==> config.mk <==
export PLATFORM = sky130hd
export DESIGN_NAME = ilv_trig_sched
export DESIGN_NICKNAME = d
export VERILOG_FILES = /design/src/rtl/ilv_pkg.sv /design/src/rtl/ilv_member_map.sv /design/src/rtl/ilv_spacing_lut.sv /design/src/rtl/ilv_gap_timer.sv /design/src/rtl/ilv_trig_sched.sv
export SDC_FILE = /design/constraint.sdc
export NUM_CORES = 1
export LEC_CHECK = 0
export BUFFER_PORTS_ARGS = -buffer_cell sky130_fd_sc_hd__buf_4
export CAP_MARGIN = 20
export CORE_MARGIN = 3
export CORE_UTILIZATION = 53
export DETAILED_ROUTE_END_ITERATION = 7
export MAX_ROUTING_LAYER = met4
export PLACE_DENSITY = 0.83
export SLEW_MARGIN = 15
export SYNTH_ARGS = -nofsm -noshare
export SYNTH_HDL_FRONTEND = slang
export SYNTH_HIERARCHICAL = 1
export SYNTH_SLANG_ARGS = --single-unit
==> constraint.sdc <==
create_clock -name clk -period 3.6 [get_ports clk]
set_input_delay 0.54 -clock clk [delete_from_list [all_inputs] [get_ports clk]]
set_output_delay 0.54 -clock clk [all_outputs]
set_load 0.02 [all_outputs]
==> src/rtl/ilv_pkg.sv <==
package ilv_pkg;

   localparam int NUM_CORES = 4;
   localparam int IDX_W     = 2;

   typedef enum logic [2:0] {
      GRP_OFF,
      GRP_12,
      GRP_01,
      GRP_012,
      GRP_123,
      GRP_0123
   } grp_e;

   typedef enum logic [1:0] {
      RES_12 = 2'd0,
      RES_10 = 2'd1,
      RES_8  = 2'd2,
      RES_6  = 2'd3
   } res_e;

   function automatic grp_e decode_group(input logic [2:0] code);
      grp_e g;
      case (code)
         3'b100:  g = GRP_01;
         3'b001:  g = GRP_12;
         3'b101:  g = GRP_012;
         3'b010:  g = GRP_123;
         3'b011:  g = GRP_0123;
         default: g = GRP_OFF;
      endcase
      return g;
   endfunction

   function automatic logic [NUM_CORES-1:0] group_mask(input grp_e g);
      logic [NUM_CORES-1:0] m;
      case (g)
         GRP_01:   m = 4'b0011;
         GRP_12:   m = 4'b0110;
         GRP_012:  m = 4'b0111;
         GRP_123:  m = 4'b1110;
         GRP_0123: m = 4'b1111;
         default:  m = 4'b0001;
      endcase
      return m;
   endfunction

endpackage

==> src/rtl/ilv_member_map.sv <==
module ilv_member_map
   import ilv_pkg::*;
(
   input  grp_e                  grp,
   input  logic [IDX_W-1:0]      cur_idx,
   output logic [NUM_CORES-1:0]  mask,
   output logic [IDX_W-1:0]      lowest_idx,
   output logic [IDX_W-1:0]      next_idx
);

   always_comb begin
      mask = group_mask(grp);
   end

   always_comb begin
      lowest_idx = '0;
      for (int k = NUM_CORES - 1; k >= 0; k--) begin
         if (mask[k]) lowest_idx = IDX_W'(k);
      end
   end

   always_comb begin
      logic found;
      found    = 1'b0;
      next_idx = lowest_idx;
      for (int k = 1; k <= NUM_CORES; k++) begin
         logic [IDX_W-1:0] cand;
         cand = IDX_W'((int'(cur_idx) + k) % NUM_CORES);
         if (!found && mask[cand]) begin
            next_idx = cand;
            found    = 1'b1;
         end
      end
   end

endmodule

==> src/rtl/ilv_spacing_lut.sv <==
module ilv_spacing_lut
   import ilv_pkg::*;
#(
   parameter int CNT_W = 6
)(
   input  grp_e              grp,
   input  res_e              res,
   input  logic              full_tad,
   output logic [CNT_W-1:0]  min_gap
);

   localparam int HALF_W = 5;

   generate
      if (CNT_W < HALF_W) begin : g_bad_width
         $error("ilv_spacing_lut: CNT_W must be at least %0d", HALF_W);
      end
   endgenerate

   logic [HALF_W-1:0] half_ticks;
   logic [HALF_W-1:0] whole_ticks;

   always_comb begin
      half_ticks = '0;
      case (grp)
         GRP_12: begin
            case (res)
               RES_12: half_ticks = 5'd16;
               RES_10: half_ticks = 5'd14;
               RES_8:  half_ticks = 5'd12;
               default: half_ticks = 5'd9;
            endcase
         end
         GRP_01: begin
            case (res)
               RES_12: half_ticks = 5'd20;
               RES_10: half_ticks = 5'd17;
               RES_8:  half_ticks = 5'd15;
               default: half_ticks = 5'd13;
            endcase
         end
         GRP_012: begin
            case (res)
               RES_12: half_ticks = 5'd13;
               RES_10: half_ticks = 5'd12;
               RES_8:  half_ticks = 5'd10;
               default: half_ticks = 5'd9;
            endcase
         end
         GRP_123: begin
            case (res)
               RES_12: half_ticks = 5'd11;
               RES_10: half_ticks = 5'd10;
               RES_8:  half_ticks = 5'd8;
               default: half_ticks = 5'd6;
            endcase
         end
         GRP_0123: begin
            case (res)
               RES_12: half_ticks = 5'd10;
               RES_10: half_ticks = 5'd9;
               RES_8:  half_ticks = 5'd8;
               default: half_ticks = 5'd7;
            endcase
         end
         default: half_ticks = '0;
      endcase
   end

   always_comb begin
      whole_ticks = (half_ticks >> 1) + {{(HALF_W-1){1'b0}}, half_ticks[0]};
   end

   always_comb begin
      if (full_tad) min_gap = CNT_W'(whole_ticks);
      else          min_gap = CNT_W'(half_ticks);
   end

endmodule

==> src/rtl/ilv_gap_timer.sv <==
module ilv_gap_timer #(
   parameter int CNT_W = 6
)(
   input  logic              clk,
   input  logic              rst_n,
   input  logic              load,
   input  logic              clear,
   output logic [CNT_W-1:0]  elapsed
);

   localparam logic [CNT_W-1:0] SAT = {CNT_W{1'b1}};

   always_ff @(posedge clk) begin
      if (!rst_n)            elapsed <= SAT;
      else if (load)         elapsed <= CNT_W'(1);
      else if (clear)        elapsed <= SAT;
      else if (elapsed != SAT) elapsed <= elapsed + CNT_W'(1);
   end

   assert_elapsed_nonzero_R8: assert property (@(posedge clk) disable iff (!rst_n)
      elapsed != '0);

endmodule

==> src/rtl/ilv_trig_sched.sv <==
module ilv_trig_sched
   import ilv_pkg::*;
#(
   parameter int CNT_W = 6
)(
   input  logic        clk,
   input  logic        rst_n,
   input  logic        enable,
   input  logic        trig_in,
   input  logic [2:0]  grp_sel,
   input  logic [1:0]  res_sel,
   input  logic        full_tad,
   output logic [3:0]  core_start,
   output logic        overrun
);

   generate
      if (NUM_CORES != 4) begin : g_bad_cores
         $error("ilv_trig_sched: group table assumes four cores");
      end
   endgenerate

   grp_e                  grp_now;
   grp_e                  grp_q;
   logic                  en_q;
   logic [IDX_W-1:0]      ptr_q;
   logic [IDX_W-1:0]      ptr_eff;
   logic [NUM_CORES-1:0]  mask_now;
   logic [IDX_W-1:0]      lowest_idx;
   logic [IDX_W-1:0]      next_idx;
   logic [CNT_W-1:0]      min_gap;
   logic [CNT_W-1:0]      elapsed;
   logic                  fresh;
   logic                  off_mode;
   logic                  gap_ok;
   logic                  accept;
   logic                  early;
   logic [NUM_CORES-1:0]  start_q;
   logic                  overrun_q;

   always_comb begin
      grp_now  = decode_group(grp_sel);
      off_mode = (grp_now == GRP_OFF);
      fresh    = (grp_now != grp_q) || !en_q;
      ptr_eff  = off_mode ? '0 : (fresh ? lowest_idx : ptr_q);
      gap_ok   = fresh || (elapsed >= min_gap);
      accept   = enable && trig_in && (off_mode || gap_ok);
      early    = enable && trig_in && !off_mode && !gap_ok;
   end

   ilv_member_map u_map (
      .grp        (grp_now),
      .cur_idx    (ptr_eff),
      .mask       (mask_now),
      .lowest_idx (lowest_idx),
      .next_idx   (next_idx)
   );

   ilv_spacing_lut #(.CNT_W(CNT_W)) u_lut (
      .grp      (grp_now),
      .res      (res_e'(res_sel)),
      .full_tad (full_tad),
      .min_gap  (min_gap)
   );

   ilv_gap_timer #(.CNT_W(CNT_W)) u_gap (
      .clk     (clk),
      .rst_n   (rst_n),
      .load    (accept),
      .clear   (!enable || (grp_now != grp_q)),
      .elapsed (elapsed)
   );

   always_ff @(posedge clk) begin
      if (!rst_n) begin
         grp_q <= GRP_OFF;
         en_q  <= 1'b0;
         ptr_q <= '0;
      end else begin
         grp_q <= grp_now;
         en_q  <= enable;
         if (accept)     ptr_q <= next_idx;
         else if (fresh) ptr_q <= lowest_idx;
      end
   end

   generate
      for (genvar c = 0; c < NUM_CORES; c++) begin : g_strobe
         always_ff @(posedge clk) begin
            if (!rst_n) start_q[c] <= 1'b0;
            else        start_q[c] <= accept && (ptr_eff == IDX_W'(c));
         end
      end
   endgenerate

   always_ff @(posedge clk) begin
      if (!rst_n) overrun_q <= 1'b0;
      else        overrun_q <= early;
   end

   assign core_start = start_q;
   assign overrun    = overrun_q;

   assert_onehot_start_R11: assert property (@(posedge clk) disable iff (!rst_n)
      $onehot0(core_start));

   assert_strobe_excl_R8: assert property (@(posedge clk) disable iff (!rst_n)
      !(overrun && (core_start != '0)));

   assert_quiet_disabled_R10: assert property (@(posedge clk) disable iff (!rst_n)
      !enable |=> (core_start == '0) && !overrun);

   assert_no_trig_quiet_R11: assert property (@(posedge clk) disable iff (!rst_n)
      !trig_in |=> (core_start == '0) && !overrun);

   assert_off_core0_R4: assert property (@(posedge clk) disable iff (!rst_n)
      (enable && trig_in && off_mode) |=> (core_start == 4'b0001) && !overrun);

   assert_member_only_R2: assert property (@(posedge clk) disable iff (!rst_n)
      (enable && trig_in) |=> ((core_start & ~$past(mask_now)) == '0));

endmodule

# Yosys cells after proc, flatten, opt, wreduce, memory -nomap -nowiden
# Cells that the tools add are included.
# Widths: inputs -> output; s select.
[totals]
elab_cells = 100
mem_bits_rw = 0
output_inout_bits = 5
romBits = 0
inputBits = 10
memories = 0
latchBits = 0
regBits = 17
[classes]
muxes = 34
div_mod_pow = 0
add_sub_neg = 6
multipliers = 0
n_bitwise = 1
n_eq_ne = 17
order_cmp = 5
n_reduce_logical = 27
n_shift = 0
[op_table]
columns = ["cell", "count"]
rows = [
  ["$pmux 5 s3", 2],
  ["$pmux 5 s5", 1],
  ["$pmux 4 s3", 2],
  ["$mux 2", 11],
  ["$pmux 4 s5", 1],
  ["$mux 6", 3],
  ["$pmux 3 s5", 1],
  ["$eq 3x2->1 const B", 4],
  ["$eq 3x3->1 const B", 4],
  ["$lt 2x3->1 const B", 4],
  ["$logic_and 1x1->1", 11],
  ["$pmux 3 s3", 1],
  ["$bmux 1 s2", 4],
  ["$logic_not 1->1", 7],
  ["$mux 1", 7],
  ["$add 6x1->6 const B", 1],
  ["$eq 2x2->1 const B", 3],
  ["$eq 3x1->1 const B", 2],
  ["$ge 6x6->1", 1],
  ["$ne 6x6->1 const B", 1],
  ["$add 4x1->5", 1],
  ["$mux 5", 1],
  ["$add 2x1->2 const B", 2],
  ["$add 2x2->2 const B", 2],
  ["other kinds (8)", 13],
]

# Longest topological paths before layout
[logic_depth]
word_depth = 24
depth_mapped = 19
ltp_nobuf = 19

# Cells and area by module
# Netlist, hierarchy kept.
[by_module_without_submodules]
columns = ["mod", "n_inst", "seq_area_each_um2", "area_per_inst_um2", "cells_each"]
rows = [
  ["ilv_trig_sched", 1, 220.2, 664.4, 75],
  ["ilv_spacing_lut", 1, 0.0, 402.9, 55],
  ["ilv_gap_timer", 1, 120.1, 324.1, 36],
  ["ilv_member_map", 1, 0.0, 132.6, 17],
]

# Worst setup path before layout
# Ideal clock, no wire load.
[synth_timing]
path_kind = "input to register"
start = "input grp_sel[1]"
end = "register u_gap.elapsed[1]"
path_buffers = 1
slack_ps = 131
setup_ps = 88
t_required_ps = 3512
arrival_time_ps = 3381
stages = 18
cell_sequence = "nor2b_1 -> clkbuf_2 -> a21oi_1 -> a211oi_1 -> a31o_1 -> ha_1 -> ha_1 -> nand2_1 -> a21boi_0 -> inv_1 -> ha_1 -> a21o_1 -> a21oi_1 -> and2_4 -> a31o_4 -> inv_1 -> and2_1 -> a311oi_2"
[synth_between]
elab_chain_len = 11
elab_cells_between_ends = 25
classes_between = "1 x add/sub; 1 x order compare; 11 x eq/ne; 5 x mux; 7 x reduce/logical"
[synth_rtl]
columns = ["element", "line", "source"]
rows = [
  ["start: declaration", "ilv_trig_sched.sv:10", "input logic [2:0] grp_sel,"],
  ["$eq 3x2->1, or another cell as far along", "ilv_pkg.sv:24", "case (code)"],
  ["$pmux 3 s5 (*)", "ilv_pkg.sv:24", ""],
  ["$eq 3x3->1, or another cell as far along", "ilv_spacing_lut.sv:25", "case (grp)"],
  ["$pmux 5 s5 (*)", "ilv_spacing_lut.sv:25", ""],
  ["$add 4x1->5", "ilv_spacing_lut.sv:71", "whole_ticks = (half_ticks >> 1) + {{(HALF_W-1){1'b0}}, half_ticks[0]};"],
  ["$mux 5 (*)", "ilv_spacing_lut.sv:75", "if (full_tad) min_gap = CNT_W'(whole_ticks);"],
  ["via min_gap[4]", "ilv_trig_sched.sv:31", "logic [CNT_W-1:0] min_gap;"],
  ["$ge 6x6->1 (*)", "ilv_trig_sched.sv:46", "gap_ok = fresh || (elapsed >= min_gap);"],
  ["$logic_or 1x1->1 (*)", "ilv_trig_sched.sv:46", ""],
  ["$logic_or 1x1->1 (*)", "ilv_trig_sched.sv:47", "accept = enable && trig_in && (off_mode || gap_ok);"],
  ["$logic_and 1x1->1 (*)", "ilv_trig_sched.sv:47", ""],
  ["via accept", "ilv_trig_sched.sv:36", "logic accept;"],
  ["$reduce_bool 3->1 (no source line) / $mux 6 (equally long branches)", "--", ""],
  ["end signal: assignment", "ilv_gap_timer.sv:17", "else if (elapsed != SAT) elapsed <= elapsed + CNT_W'(1);"],
  ["end: declaration", "ilv_gap_timer.sv:8", "output logic [CNT_W-1:0] elapsed"],
]
# The timed path passes the listed nets; every way through them passes the cells marked *.
# A chain may end at the register's enable or synchronous reset.

# Worst setup path in the final report
[layout_timing]
start = "input res_sel[0]"
end = "register u_gap.elapsed[1]"
[layout_between]
elab_chain_len = 10
elab_cells_between_ends = 17
classes_between = "1 x add/sub; 1 x order compare; 2 x eq/ne; 8 x mux; 5 x reduce/logical"
[layout_rtl]
columns = ["element", "line", "source"]
rows = [
  ["start: declaration", "ilv_trig_sched.sv:11", "input logic [1:0] res_sel,"],
  ["$eq 2x2->1, or another cell as far along", "--", ""],
  ["$pmux 4 s3, or another cell as far along", "ilv_spacing_lut.sv:59", "case (res)"],
  ["$pmux 5 s5 (*)", "ilv_spacing_lut.sv:25", ""],
  ["$add 4x1->5", "ilv_spacing_lut.sv:71", ""],
  ["$mux 5 (*)", "ilv_spacing_lut.sv:75", ""],
  ["via min_gap[4]", "ilv_trig_sched.sv:31", ""],
  ["$ge 6x6->1 (*)", "ilv_trig_sched.sv:46", ""],
  ["$logic_or 1x1->1 (*)", "ilv_trig_sched.sv:46", ""],
  ["$logic_or 1x1->1 (*)", "ilv_trig_sched.sv:47", ""],
  ["$logic_and 1x1->1 (*)", "ilv_trig_sched.sv:47", ""],
  ["via accept", "ilv_trig_sched.sv:36", ""],
  ["$reduce_bool 3->1 (no source line) / $mux 6 (equally long branches)", "--", ""],
]
# Marks and branches as above.

==> metrics.md <==
| Metric | Value |
|---|---|
| Outcome | `completed` |
| Critical Path End Type | `register` |
| Final nets | `226` |
| CP Max Fanout | `7` |
| Hold Fails Final Rpt | `0` |
| Placed cell count | `226` |
| Cell row count | `18` |
| CTS Sinks | `17` |
| CP peak stage delay | `approximately 0.32 ns` |
| HP Class | `input pin to register` |
| Critical-path cell list | `buf_4 -> inv_1 -> ha_1 -> mux2i_1 -> a21oi_1 -> o21ai_1 -> ha_2 -> ha_2 -> nand2_1 -> a21boi_1 -> inv_1 -> ha_1 -> a21o_1 -> a21oi_2 -> and2_4 -> a31o_4 -> inv_1 -> and2_2 -> a311oi_2` |
| Die X | `59.2 um` |
| Period utilization | `0.944` |
| IO buf count | `14` |
| DRT antenna net count | `0` |
| Warning count from the yosys run | `6` |
| Most frequent CP cell | `inv_1` |
| Area taken by multi-input logic gates | `about 1100 sq um` |
| Total GRT Usage | `0.212` |
| CTS Buf Count | `3` |
| Routed via count | `approximately 1,400` |
| DR iter-0 viols | `69` |
| CTS tree | `yes` |
| R2R cell count | `9` |
| Minimum clock period | `around 3.4 ns` |
| Cell Pwr Density | `274 nW/um^2` |
| Root buffer cell | `clkbuf_4` |
| DIE AREA | `3510 sq um` |
| Die Span Y | `slightly below 60 um` |
| Reg-to-Reg Start | `grp_q[0]` |
| Antenna Cells | `0` |
| Hold Path Sink | `en_q` |
| Post-Syn Instances | `179` |
| Pin count of the biggest net entering global routing | `14` |
| Initial antenna violation count | `0` |
| PostCTS Resize Cnt | `0` |
| Bufs on Longest Clock Path | `2` |
| Hold_sp | `enable` |
| Initial Utilization | `0.580` |
| Most frequent cells in the layout | `buf_4, dfxtp_1, inv_1, nand2_1, ha_1` |
| Clock Latency Late Sink | `roughly 0.29 ns` |
| Setup CP Type | `input pin to register` |
| Max Clock Freq | `roughly 0.29 GHz` |
| # fillers | `210` |
| Worst r2r dst | `ptr_q[0]` |
| First-pass GRT wire length | `5.78 mm` |
| Core Area | `~2600 sq um` |
| WL/cell | `14.1 um` |
| Setup Skew | `roughly 0.0030 ns` |
| Setup Total Neg Slack | `0 ns` |
| Commonest non-fill, non-tap cell in the layout | `buf_4` |
| Drt via density | `just under 6` |
| Number of global-route vias before repair | `1,441` |
| CP Launch Type | `input pin` |
| Syn avg cell area | `8.39 sq um` |
| Placed wire-length estimate | `2.52 mm` |
| GPL Wtd Cong | `around 0.91` |
| Hold Path Depth | `2` |
| DRC Markers | `0` |
| Clk slew on worst S/H paths | `0.09 ns` |
| Setup Fix Bufs, Post-CTS | `0` |
| Leak Pwr | `0.000754 uW` |
| Share of cells above drive strength 1 | `0.260` |
| Non-filler cells, final | `230` |
| Area growth syn-to-layout | `14.7%` |
| Hold_buf cts | `0` |
| Peak supply drop | `approximately 0.3 mV` |
| Reg area | `340 sq um` |
| Syn Nets | `204` |
| DR pass1 iterations | `4` |
| Pins Over Slew Limit | `0` |
| Setup violations, final | `0` |
| H-Tree Depth | `1` |
| Final Instance Area | `1720 sq um` |
| Ports | `15` |
| CP max stage cell | `ha_1` |
| CP Data Required Time | `3.81 ns` |
| Crit path DAT | `3.61 ns` |
| Final Util | `0.665` |
| Routed WL | `~3.2 mm` |
| DP Area | `between 1500 and 2000 sq um` |
| Total gr overflow | `0` |
| Max-cap violations | `0` |
| Reg2Reg Setup Slack | `around 1.2 ns` |
| Mapped Area | `around 1500 sq um` |
report_power, final:
group          internal [uW]  switching, uW  leakage [uW]
registers                197           9.08      0.000140
logic                   76.4           89.2      0.000599
clock network           43.1           56.7     0.0000150
stage by stage:
stage                     total power, uW  setup WS (ns)  hold slack [ns]
after detailed placement              370         -0.154            0.548
after global routing                  507       -0.00761            0.477
after CTS                             467          0.140            0.471
after floorplan                       327          0.131            0.513
after global placement                362         0.0467            0.548
final                                 471          0.202            0.476
sequential cells by signal (all words and copies together), names as in the netlist:
register	cells
core_start	4
overrun	1
grp_q	3
en_q	1
ptr_q	2
u_gap/elapsed	6
worst max-delay path: cells and delay by family:
kind | cells | cell delay (ns)
buffers and inverters | 4 | 0.32
muxes | 1 | 0.14
and+or+nand+nor | 3 | 0.42
adders and majority gates | 4 | 1.03
AOI/OAI and AO/OA | 7 | 1.13
how the worst max path moves through the flow:
stage	slack [ns]	endpoint	from	cells after the start
3_3_place_gp	0.05	u_gap/elapsed[5]	grp_sel[2]	18
4_1_cts	0.14	u_gap/elapsed[5]	grp_sel[2]	19
2_1_floorplan	0.13	u_gap/elapsed[1]	grp_sel[1]	18
6_report	0.20	u_gap/elapsed[1]	res_sel[0]	19
3_5_place_dp	-0.15	u_gap/elapsed[5]	grp_sel[2]	19
5_1_grt	-0.008	u_gap/elapsed[5]	res_sel[0]	19
metal layers:
metal	vias to the layer above	share of wire	routed length (um)	GRT usage
met5	-	0	0	-
met4	0	0.0043	14	0.0647
met3	2	0.042	135	0.0479
met2	33	0.53	1720	0.382
met1	649	0.42	1360	0.228
li1	689	-	-	-
area by class of cell:
cell class              count  area share
flip-flops and latches     17       0.198
clock buffers               4      0.0153
multi-input cells         142       0.634
inverters                  14      0.0305
well taps                  30      0.0218
repair buffers             23       0.100
Power figures use the tool's default switching activity.
